===== src/rtl/cep_pkg.sv =====
package cep_pkg;
  localparam int CSR_W   = 9;
  localparam int FLAG_W  = 6;
  localparam int B_RX    = 0;
  localparam int B_TX    = 1;
  localparam int B_STALL = 2;
  localparam int B_DE    = 3;
  localparam int B_SU    = 4;
  localparam int B_SS    = 5;
  localparam int B_SVCRX = 6;
  localparam int B_SVCSU = 7;
  localparam int B_FLUSH = 8;

  typedef struct packed {
    logic setRx, clrRx;
    logic setTx, clrTx;
    logic setStall, clrStall;
    logic setDe, clrDe;
    logic setSu, clrSu;
    logic setSs, clrSs;
    logic flush;
    logic irq;
  } cepStrobes_t;
endpackage


===== src/rtl/cep_ctrl.sv =====
module cep_ctrl
  import cep_pkg::*;
(
  input  logic               wrEn,
  input  logic [CSR_W-1:0]   wrData,
  input  logic               evRxPkt,
  input  logic               evTxDone,
  input  logic               evStallSent,
  input  logic               evSetupEnd,
  input  logic               evStatusStage,
  input  logic               txRdyNow,
  output cepStrobes_t        st
);
  always_comb begin
    st          = '0;
    st.setRx    = evRxPkt;
    st.clrRx    = wrEn & wrData[B_SVCRX];
    st.setTx    = wrEn & wrData[B_TX];
    st.clrTx    = evTxDone;
    st.setStall = evStallSent;
    st.clrStall = wrEn & ~wrData[B_STALL];
    st.setDe    = wrEn & wrData[B_DE];
    st.clrDe    = evStatusStage;
    st.setSu    = evSetupEnd;
    st.clrSu    = wrEn & wrData[B_SVCSU];
    st.setSs    = wrEn & wrData[B_SS];
    st.clrSs    = evStallSent;
    st.flush    = (wrEn & wrData[B_FLUSH]) | evSetupEnd;
    // interrupt causes; tx done counts only if a packet was queued
    st.irq      = evRxPkt | evSetupEnd | (evTxDone & txRdyNow);
  end
endmodule


===== src/rtl/cep_regs.sv =====
module cep_regs
  import cep_pkg::*;
(
  input  logic              clk,
  input  logic              rstN,
  input  cepStrobes_t       st,
  output logic [FLAG_W-1:0] flags,
  output logic              irqQ,
  output logic              flushQ
);
  logic rxRdy, txRdy, stallSent, dataEnd, setupEnd, sendStall;

  always_ff @(posedge clk) begin
    if (!rstN) begin
      rxRdy     <= 1'b0;
      txRdy     <= 1'b0;
      stallSent <= 1'b0;
      dataEnd   <= 1'b0;
      setupEnd  <= 1'b0;
      sendStall <= 1'b0;
      irqQ      <= 1'b0;
      flushQ    <= 1'b0;
    end else begin
      rxRdy     <= st.setRx | (rxRdy & ~st.clrRx & ~st.flush);
      txRdy     <= ~st.flush & (st.setTx | (txRdy & ~st.clrTx));
      stallSent <= st.setStall | (stallSent & ~st.clrStall);
      dataEnd   <= st.setDe | (dataEnd & ~st.clrDe);
      setupEnd  <= st.setSu | (setupEnd & ~st.clrSu);
      sendStall <= (sendStall | st.setSs) & ~st.clrSs;
      irqQ      <= st.irq;
      flushQ    <= st.flush;
    end
  end

  always_comb begin
    flags          = '0;
    flags[B_RX]    = rxRdy;
    flags[B_TX]    = txRdy;
    flags[B_STALL] = stallSent;
    flags[B_DE]    = dataEnd;
    flags[B_SU]    = setupEnd;
    flags[B_SS]    = sendStall;
  end

  AST_RX_SET_WINS: assert property (@(posedge clk) disable iff (!rstN)
    st.setRx |=> rxRdy);
  AST_TX_DONE_CLEARS: assert property (@(posedge clk) disable iff (!rstN)
    (st.clrTx && !st.setTx) |=> !txRdy);
  AST_STALL_HANDSHAKE: assert property (@(posedge clk) disable iff (!rstN)
    st.clrSs |=> (!sendStall && stallSent));
  AST_FLUSH_CLEARS_TX: assert property (@(posedge clk) disable iff (!rstN)
    flushQ |-> !txRdy);
  AST_SETUP_END_ACTIONS: assert property (@(posedge clk) disable iff (!rstN)
    st.setSu |=> (setupEnd && irqQ && flushQ));
  AST_DATA_END_STATUS: assert property (@(posedge clk) disable iff (!rstN)
    (st.clrDe && !st.setDe) |=> !dataEnd);
endmodule


===== src/rtl/cep_status_reg.sv =====
module cep_status_reg
  import cep_pkg::*;
#(
  parameter int DATA_W = 16
) (
  input  logic                   clk,
  input  logic                   rstN,
  input  logic                   wrEn,
  input  logic [CSR_W-1:0]       wrData,
  output logic [DATA_W-1:0]      rdData,
  input  logic                   evRxPkt,
  input  logic                   evTxDone,
  input  logic                   evStallSent,
  input  logic                   evSetupEnd,
  input  logic                   evStatusStage,
  output logic                   irq,
  output logic                   fifoFlush
);
  localparam int PAD_W = DATA_W - FLAG_W;

  cepStrobes_t        st;
  logic [FLAG_W-1:0]  flags;

  cep_ctrl u_ctrl (
    .wrEn          (wrEn),
    .wrData        (wrData),
    .evRxPkt       (evRxPkt),
    .evTxDone      (evTxDone),
    .evStallSent   (evStallSent),
    .evSetupEnd    (evSetupEnd),
    .evStatusStage (evStatusStage),
    .txRdyNow      (flags[B_TX]),
    .st            (st)
  );

  cep_regs u_regs (
    .clk    (clk),
    .rstN   (rstN),
    .st     (st),
    .flags  (flags),
    .irqQ   (irq),
    .flushQ (fifoFlush)
  );

  // service and flush bits are strobes and never read back
  assign rdData = {{PAD_W{1'b0}}, flags};

  initial begin
    AST_BUS_WIDE_ENOUGH: assert (DATA_W >= CSR_W);
  end
endmodule


===== config.mk =====
export PLATFORM = sky130hd
export DESIGN_NAME = cep_status_reg
export DESIGN_NICKNAME = d
export VERILOG_FILES = /design/src/rtl/cep_pkg.sv /design/src/rtl/cep_ctrl.sv /design/src/rtl/cep_regs.sv /design/src/rtl/cep_status_reg.sv
export SDC_FILE = /design/constraint.sdc
export NUM_CORES = 1
export LEC_CHECK = 0
export BUFFER_PORTS_ARGS = -buffer_cell sky130_fd_sc_hd__buf_4
export CORE_MARGIN = 2
export CORE_UTILIZATION = 35
export CTS_CLUSTER_SIZE = 30
export DETAILED_ROUTE_END_ITERATION = 8
export GPL_ROUTABILITY_DRIVEN = 0
export PLACE_DENSITY = 0.7
export SETUP_SLACK_MARGIN = 0.15
export SYNTH_ARGS = -nofsm -noshare
export SYNTH_HDL_FRONTEND = slang
export SYNTH_HIERARCHICAL = 1
export SYNTH_SLANG_ARGS = --single-unit

===== constraint.sdc =====
create_clock -name clk -period 1 [get_ports clk]
set_clock_uncertainty 0.15 [all_clocks]
set_input_delay 0.1 -clock clk [delete_from_list [all_inputs] [get_ports clk]]
set_output_delay 0.1 -clock clk [all_outputs]
set_load 0.01 [all_outputs]

### Word-level counts from Yosys, hierarchy flattened

Cells that the tools add are included.

* register bits: 8
* bits in latches: 0
* RAM bits: 0
* ROM bits: 0
* input port bits: 17
* output and inout bits: 18
* memories: 0

* $add $sub $neg: 0
* multiply operators: 0
* divide/modulo/power cells: 0
* order comparisons: 0
* equal/unequal tests: 0
* shift operators: 0
* muxes and demuxes: 0
* bitwise gates (word level): 33
* reduce and logical (&&, ||, !) cells: 0

Operators by type and width (number)
* AND 1 bit: 16
* OR 1 bit: 9
* NOT 1 bit: 8

### Logic depth before layout (Yosys ltp)

Gate-level depths: netlist (run 1).

* depth in word-level cells: 5
* gate-level depth with buffers: 3
* depth with buffers taken out: 3

### Cells and area by module

The synthesis (run 1) kept the hierarchy.

By module, submodules not included
* cep_regs: instances 1, cells each 31, area an instance 331.6 µm², seq. area each 160.2 µm²
* cep_ctrl: instances 1, cells each 14, area an instance 98.8 µm², seq. area each 0.0 µm²
* cep_status_reg: instances 1, cells each 11, area an instance 78.8 µm², seq. area each 0.0 µm²

### Least setup slack after synthesis (run 1)

No wires, ideal clock.

* path kind: flip-flop to flip-flop
* start: reg u_regs.txRdy
* end: reg u_regs.irqQ
* setup time: 116 ps
* data arrival time: 805 ps
* data required time: 734 ps
* slack: -71 ps
* cell stages (with the launch flop): 4
* period minus slack after synthesis: 1071 ps
* cells stage by stage: dfxtp_1 -> buf_4 -> a211o_1 -> and2_2

RTL lines
* start, declared: line cep_regs.sv:11 `logic rxRdy, txRdy, stallSent, dataEnd, setupEnd, sendStall;`
* start signal, assigned: line cep_regs.sv:25 `txRdy <= ~st.flush & (st.setTx | (txRdy & ~st.clrTx));`
* end signal, assigned: line cep_regs.sv:30 `irqQ <= st.irq;`
* end, declared: line cep_regs.sv:8 `output logic irqQ,`

==> reports/metrics.cfg, run 1 <==
[run_status]
status=finished with violations
violations=negative hold slack

[timing]
min_period_over_period=0.956
fin_ws_ns=0.0436
fmax_mhz=1050
post-route-min-period_ns=0.956
rsz0062_at_grt=yes
maxSlewViolCount=0
setup_violations=0
hold_viol_final=5
holdWs_ns=-0.138

[grt]
antenna_found_initial=0
grt_pass1_wl_um=1240
grt_pass1_vias=318
gr-usage-all-layers=0.0924
grt_overflow_total=0
grt_max_degree=10

[yosys]
ys_ff_latch=8
netlist_area_um2=509
synth_area_leaders=buf_4 (32%), dfxtp_1 (31%), and2_1 (6.1%), nor2b_1 (6.1%), o21a_1 (4.4%)
syn_area_per_cell_um2=9.09
yosysUniqueCellTypes=17
yosysWarningCount=6
synth_top_cell_by_area=buf_4
syn_inst=56
ys_seq_area_frac=0.314
synth_top_area_share=0.324

[power]
p_per_area_nw_per_um2=1200
vdd_drop_max_uv=540
power_mw=0.774
leakage_nw=0.327

[worst_setup_path]
slowest_stage=dfxtp_2
path_cells=a211o_1 > and2_4
ff2ff_setup_slack_ns=0.04
crit_family=flip-flops
worst_path_largest_cell_delay_ns=0.33
crit_required_ns=1.00
cp_num_buf_inv=0
path_max_fanout=3
critical_path_class=reg -> reg
cp.arrival_ns=0.96
end_kind=register
cp-start-kind=register

[routing]
drt_iter0_drc=2
ant_nets=0
vias=341
avgRoutedWirePerCell_um=9.25
drc=0
drt_wl_total_um=768
drt_first_pass_iters=3
via_per_inst=4.11

[clock_network]
clk_pin_slew_worst_paths_ns=0.06
cts_buffer_depth=2
clk_latency_ns=0.25
cts_buffers=3
clock_sinks=8
root_buffer=clkbuf_4
cts_tree=done
htree_levels=1

[floorplanning]
die_h_um=42.1
coreArea_um2=1330
ioPinCount=35
start_util=0.382
die_area_um2=1780
rows=13
die_w_um=42.1

[min_path]
hp-class=in -> reg

[finish]
area_growth_pct=26.3
antennaDiodeCount=0
fin_nets=87
drive_gt1_frac=0.603

[job]
cap_violations=0

[placed_design]
dpl.hpwl_um=585
port-buffer-count=22
pre_cts_ws_ns=0.0579

-- layer usage --
metal | global-route usage | vias to the layer above | share of wire
li1 | - | 170 | -
met1 | 0.0990 | 151 | 0.40
met2 | 0.150 | 20 | 0.49
met3 | 0.0517 | 0 | 0.11
met4 | 0.0375 | 0 | 0
met5 | 0 | - | 0
-- path summary, 6_finish.rpt --
check / startpoint / endpoint / depth (start not counted)
max: u_regs/txRdy / u_regs/irqQ / 2
min: evStallSent / u_regs/sendStall / 2
max reg2reg: u_regs/txRdy / u_regs/irqQ / 2
min reg2reg: u_regs/sendStall / u_regs/sendStall / 2
-- cells in the final DEF (no fill, tap or decap), drive strengths merged --
master  netlist  layout
o211a         1       1
nor2          1       1
o31ai         1       1
nand2         2       2
and2          7       7
a21o          1       1
buf          23      23
o21a          3       3
inv           1       1
nor3b         1       1
nor2b         5       5
clkbuf        0       3
conb          1      10
dfxtp         8       8
a211o         1       1
-- worst register-to-register path: cells and delay by family, from the launching register on --
kind | cells | cell delay [ns]
and+or+nand+nor | 1 | 0.13
AOI/OAI and AO/OA | 1 | 0.25
DFF | 1 | 0.33
-- area by class of cell --
type,instances,area [um^2]
clock buffer,3,22.5
fill,134,691
inverter,1,3.75
multi-input combinational,33,226
sequential,8,169
tap,15,18.8
timing repair buffer,23,203
-- synthesized netlist by cell type (all sizes together) --
cell and number:
o31ai 1, buf 23, a211o 1, conb 1, inv 1, nand2 2, nor2 1, nor3b 1
dfxtp 8, o21a 3, nor2b 5, and2 7, o211a 1, a21o 1
-- cells by family after synthesis --
logic type | after synthesis | synth area share
simple gates | 16 | 0.204
buf+inv | 24 | 0.354
flops | 8 | 0.314
compound gates | 7 | 0.120
other cells | 1 | 0.00736
-- power by group --
| group | leakage, nW | total, mW | switching, mW | internal, mW |
|---|---|---|---|---|
| clock | 0.0138 | 0.247 | 0.110 | 0.137 |
| combinational | 0.245 | 0.175 | 0.0696 | 0.105 |
| sequential | 0.0685 | 0.352 | 0.0108 | 0.341 |
-- flip-flops by register name, indices dropped and copies added, names as in the netlist --
signal / count
u_regs/rxRdy: 1
u_regs/setupEnd: 1
u_regs/irqQ: 1
u_regs/sendStall: 1
u_regs/dataEnd: 1
u_regs/stallSent: 1
u_regs/flushQ: 1
u_regs/txRdy: 1
-- per-stage QoR --
stage / utilization / std cells / TNS, ns / cell area [um^2] / hold slack, ns
finish: 0.482 / 83 / 0 / 643 / -0.138
global route: 0.482 / 83 / 0 / 643 / -0.152
CTS: 0.462 / 83 / 0 / 616 / -0.151
detailed placement: 0.415 / 79 / 0 / 553 / 0.125
global placement: 0.415 / 79 / 0 / 553 / 0.125
floorplan: - / 65 / -0.0327 / 549 / 0.111
-- repair_timing --
item,in CTS,in global routing
endpoints found under the hold margin,5,5
pin swaps,0,1
setup endpoints to repair,10,14
resized for setup,12,8
setup buffers,1,0
(Power assumes the default switching activity.)
==> inputs of run 2 (changes only) <==
--- a/config.mk
+++ b/config.mk
@@ -7,12 +7,13 @@
 export LEC_CHECK = 0
 export BUFFER_PORTS_ARGS = -buffer_cell sky130_fd_sc_hd__buf_4
 export CORE_MARGIN = 2
-export CORE_UTILIZATION = 35
+export CORE_UTILIZATION = 39
 export CTS_CLUSTER_SIZE = 30
 export DETAILED_ROUTE_END_ITERATION = 8
 export GPL_ROUTABILITY_DRIVEN = 0
-export PLACE_DENSITY = 0.7
+export PLACE_DENSITY = 0.74
 export SETUP_SLACK_MARGIN = 0.15
+export SLEW_MARGIN = 15
 export SYNTH_ARGS = -nofsm -noshare
 export SYNTH_HDL_FRONTEND = slang
 export SYNTH_HIERARCHICAL = 1
==> constraint.sdc (replaced) <==
create_clock -name clk -period 0.9 [get_ports clk]
set_clock_uncertainty 0.15 [all_clocks]
set_input_delay 0.09 -clock clk [delete_from_list [all_inputs] [get_ports clk]]
set_output_delay 0.09 -clock clk [all_outputs]
set_load 0.01 [all_outputs]
==> reports/metrics.cfg, run 2 (same netlist as run 1, synthesis figures left out) <==
[floorplanning]
die_w_um=40.1
coreArea_um2=1250
die_h_um=40.1
start_util=0.407
rows=13
die_area_um2=1610
ioPinCount=35

[clock_network]
cts_tree=done
clk_pin_slew_worst_paths_ns=0.06
clock_sinks=8
cts_buffer_depth=2
cts_buffers=3
clk_latency_ns=0.25
root_buffer=clkbuf_4
htree_levels=1

[timing]
fmax_mhz=1060
rsz0062_at_grt=yes
post-route-min-period_ns=0.946
setup_violations=9
maxSlewViolCount=0
fin_ws_ns=-0.0463
min_period_over_period=1.05
hold_viol_final=6
holdWs_ns=-0.149

[grt]
grt_pass1_vias=253
grt_pass1_wl_um=1080
grt_max_degree=10
antenna_found_initial=0
grt_overflow_total=0
gr-usage-all-layers=0.108

[worst_setup_path]
critical_path_class=reg -> reg
worst_path_largest_cell_delay_ns=0.32
end_kind=register
cp.arrival_ns=0.94
cp-start-kind=register
crit_required_ns=0.90
crit_family=flip-flops
path_cells=a211o_1 > and2_4
slowest_stage=dfxtp_2
cp_num_buf_inv=0
path_max_fanout=3

[placed_design]
pre_cts_ws_ns=-0.0444
dpl.hpwl_um=576
port-buffer-count=22
place_inst=79

[finish]
finalNonFillerCells=83
area_growth_pct=27.8
drive_gt1_frac=0.618
antennaDiodeCount=0
mostFrequentLayoutCell=buf_4
fin_nets=87
post-route-util=0.519
mostFrequentLayoutCells=buf_4 (16), conb_1 (10), buf_6 (7), dfxtp_2 (7), and2_1 (5)
nFillCells=133

[routing]
avgRoutedWirePerCell_um=8.58
drt_wl_total_um=712
via_per_inst=3.98
ant_nets=0
vias=330
drc=0
drt_first_pass_iters=2
drt_iter0_drc=2

[min_path]
hp-class=in -> reg

[run_status]
violations=negative hold slack, negative setup slack
status=finished with violations

[power]
vdd_drop_max_uv=625
p_per_area_nw_per_um2=1330
leakage_nw=0.331

[job]
cap_violations=0

-- run 2: power by group --
group          leakage, nW  switching [mW]  internal, mW
clock               0.0138           0.121         0.153
combinational        0.249          0.0805         0.118
sequential          0.0685          0.0122         0.379
-- run 2: path summary, 6_finish.rpt --
check                         from          endpoint  slack (ns)  cells past startpoint
hold reg to reg   u_regs/sendStall  u_regs/sendStall        0.34                      2
setup reg to reg      u_regs/txRdy       u_regs/irqQ       -0.05                      2
hold / removal         evStallSent  u_regs/sendStall       -0.15                      2
setup / recovery      u_regs/txRdy       u_regs/irqQ       -0.05                      2
-- run 2: area by class of cell --
class / instances / area [um^2] / area share
multi-input combinational: 33 / 238 / 0.365
timing repair buffer: 23 / 199 / 0.306
sequential: 8 / 169 / 0.260
clock buffer: 3 / 22.5 / 0.0346
tap: 15 / 18.8 / 0.0288
inverter: 1 / 3.75 / 0.00577
-- run 2: timing repair --
item / 4_1_cts / 5_1_grt
pin swaps: 0 / 1
setup endpoints to repair: 14 / 15
buffers inserted: 1 / 0
resized for setup: 12 / 8
endpoints found under the hold margin: 8 / 6
-- run 2: layer usage --
layer	global-route usage	wire length [um]
met1	0.141	306
met2	0.141	320
met3	0.0389	84
met4	0.0776	0
met5	0	0
-- run 2: per-stage QoR --
stage,instance area [um^2],TNS (ns),total power [mW]
global route,651,-0.550,0.920
global placement,553,-0.0275,0.556
finish,651,-0.222,0.862
detailed placement,553,-0.0444,0.559
floorplan,549,-0.133,0.545
CTS,613,-0.310,0.858
==> inputs of run 3 (changes only) <==
--- a/config.mk
+++ b/config.mk
@@ -5,7 +5,7 @@
 export SDC_FILE = /design/constraint.sdc
 export NUM_CORES = 1
 export LEC_CHECK = 0
-export BUFFER_PORTS_ARGS = -buffer_cell sky130_fd_sc_hd__buf_4
+export BUFFER_PORTS_ARGS = -buffer_cell sky130_fd_sc_hd__buf_2
 export CORE_MARGIN = 2
 export CORE_UTILIZATION = 39
 export CTS_CLUSTER_SIZE = 30
==> reports/metrics.cfg, run 3 (same netlist as run 1, synthesis figures left out) <==
[clock_network]
clk_pin_slew_worst_paths_ns=0.06
clock_sinks=8
cts_tree=done
clk_latency_ns=0.25
cts_buffer_depth=2
htree_levels=1
cts_buffers=3
root_buffer=clkbuf_4

[routing]
drc=0
drt_first_pass_iters=2
ant_nets=0
via_per_inst=4.14
avgRoutedWirePerCell_um=9.02
drt_wl_total_um=749
drt_iter0_drc=6
vias=344

[run_status]
violations=negative hold slack, negative setup slack
status=finished with violations

[finish]
nFillCells=141
multiInputGateArea_um2=226
antennaDiodeCount=0
drive_gt1_frac=0.618
mostFrequentLayoutCell=buf_2
final_area_um2=594
fin_nets=87
post-route-util=0.475
mostFrequentLayoutCells=buf_2 (16), conb_1 (10), buf_6 (6), dfxtp_2 (6), and2_1 (5)
seq_area_um2=168
area_growth_pct=16.7

[power]
p_per_area_nw_per_um2=1400
vdd_drop_max_uv=612
leakage_nw=0.309

[worst_setup_path]
cp-start-kind=register
critical_path_class=reg -> reg
cp.arrival_ns=0.95
path_max_fanout=3
crit_required_ns=0.90
end_kind=register

[grt]
grt_pass1_wl_um=1060
grt_overflow_total=0
grt_pass1_vias=252
grt_max_degree=10
gr-usage-all-layers=0.108
antenna_found_initial=0

[placed_design]
dpl.hpwl_um=584
port-buffer-count=22
dpl-instance-area_um2=498

[floorplanning]
die_area_um2=1610
start_util=0.407
die_h_um=40.1
ioPinCount=35
rows=13
coreArea_um2=1250
die_w_um=40.1

[timing]
fmax_mhz=1050
rsz0062_at_grt=yes
fin_ws_ns=-0.0517
holdWs_ns=-0.130
min_period_over_period=1.06
setup_violations=10
tns_ns=-0.208
post-route-min-period_ns=0.952
hold_viol_final=4
maxSlewViolCount=0

[min_path]
hp-class=in -> reg

[job]
cap_violations=0

[run 3: critical path, stage by stage (launching register included)]
cell and delay, ns:
dfxtp_2 0.32, a211o_1 0.24, and2_4 0.13
[run 3: repair_timing]
action,4_1_cts,5_1_grt
resized for setup,12,5
endpoints found under the setup margin,14,15
endpoints found under the hold margin,5,4
buffers inserted,0,1
[run 3: final timing paths]
check / startpoint / end / slack (ns) / cells after the start
max: u_regs/txRdy / u_regs/irqQ / -0.05 / 2
min reg2reg: u_regs/sendStall / u_regs/sendStall / 0.35 / 2
min: evStallSent / u_regs/sendStall / -0.13 / 2
max reg2reg: u_regs/txRdy / u_regs/irqQ / -0.05 / 2
[run 3: through the flow]
stage / setup slack [ns] / std cells / power, mW / hold WS [ns]
2_1_floorplan: -0.133 / 65 / 0.545 / 0.101
3_3_place_gp: -0.0253 / 79 / 0.527 / 0.128
3_5_place_dp: -0.0353 / 79 / 0.531 / 0.129
4_1_cts: -0.0532 / 82 / 0.833 / -0.145
5_1_grt: -0.0708 / 83 / 0.894 / -0.141
6_report: -0.0517 / 83 / 0.831 / -0.130
[run 3: final cells by class]
type,instances,share of cell area
multi-input cells,33,0.381
flip-flops and latches,8,0.282
repair buffers,23,0.261
clock buffers,3,0.0379
well taps,15,0.0316
inverters,1,0.00632
[run 3: routing by layer]
layer  GRT usage  vias up  part of all wire
li1            -      169                 -
met1       0.125      154              0.39
met2       0.145       21              0.48
met3      0.0444        0              0.12
met4       0.103        0                 0
met5           0        -                 0
[run 3: power by group]
part	leakage [nW]	switching [mW]	total, mW	internal (mW)
registers	0.0683	0.0109	0.389	0.378
logic	0.227	0.0776	0.170	0.0923
clock network	0.0138	0.119	0.272	0.152
total	0.309	0.208	0.831	0.623
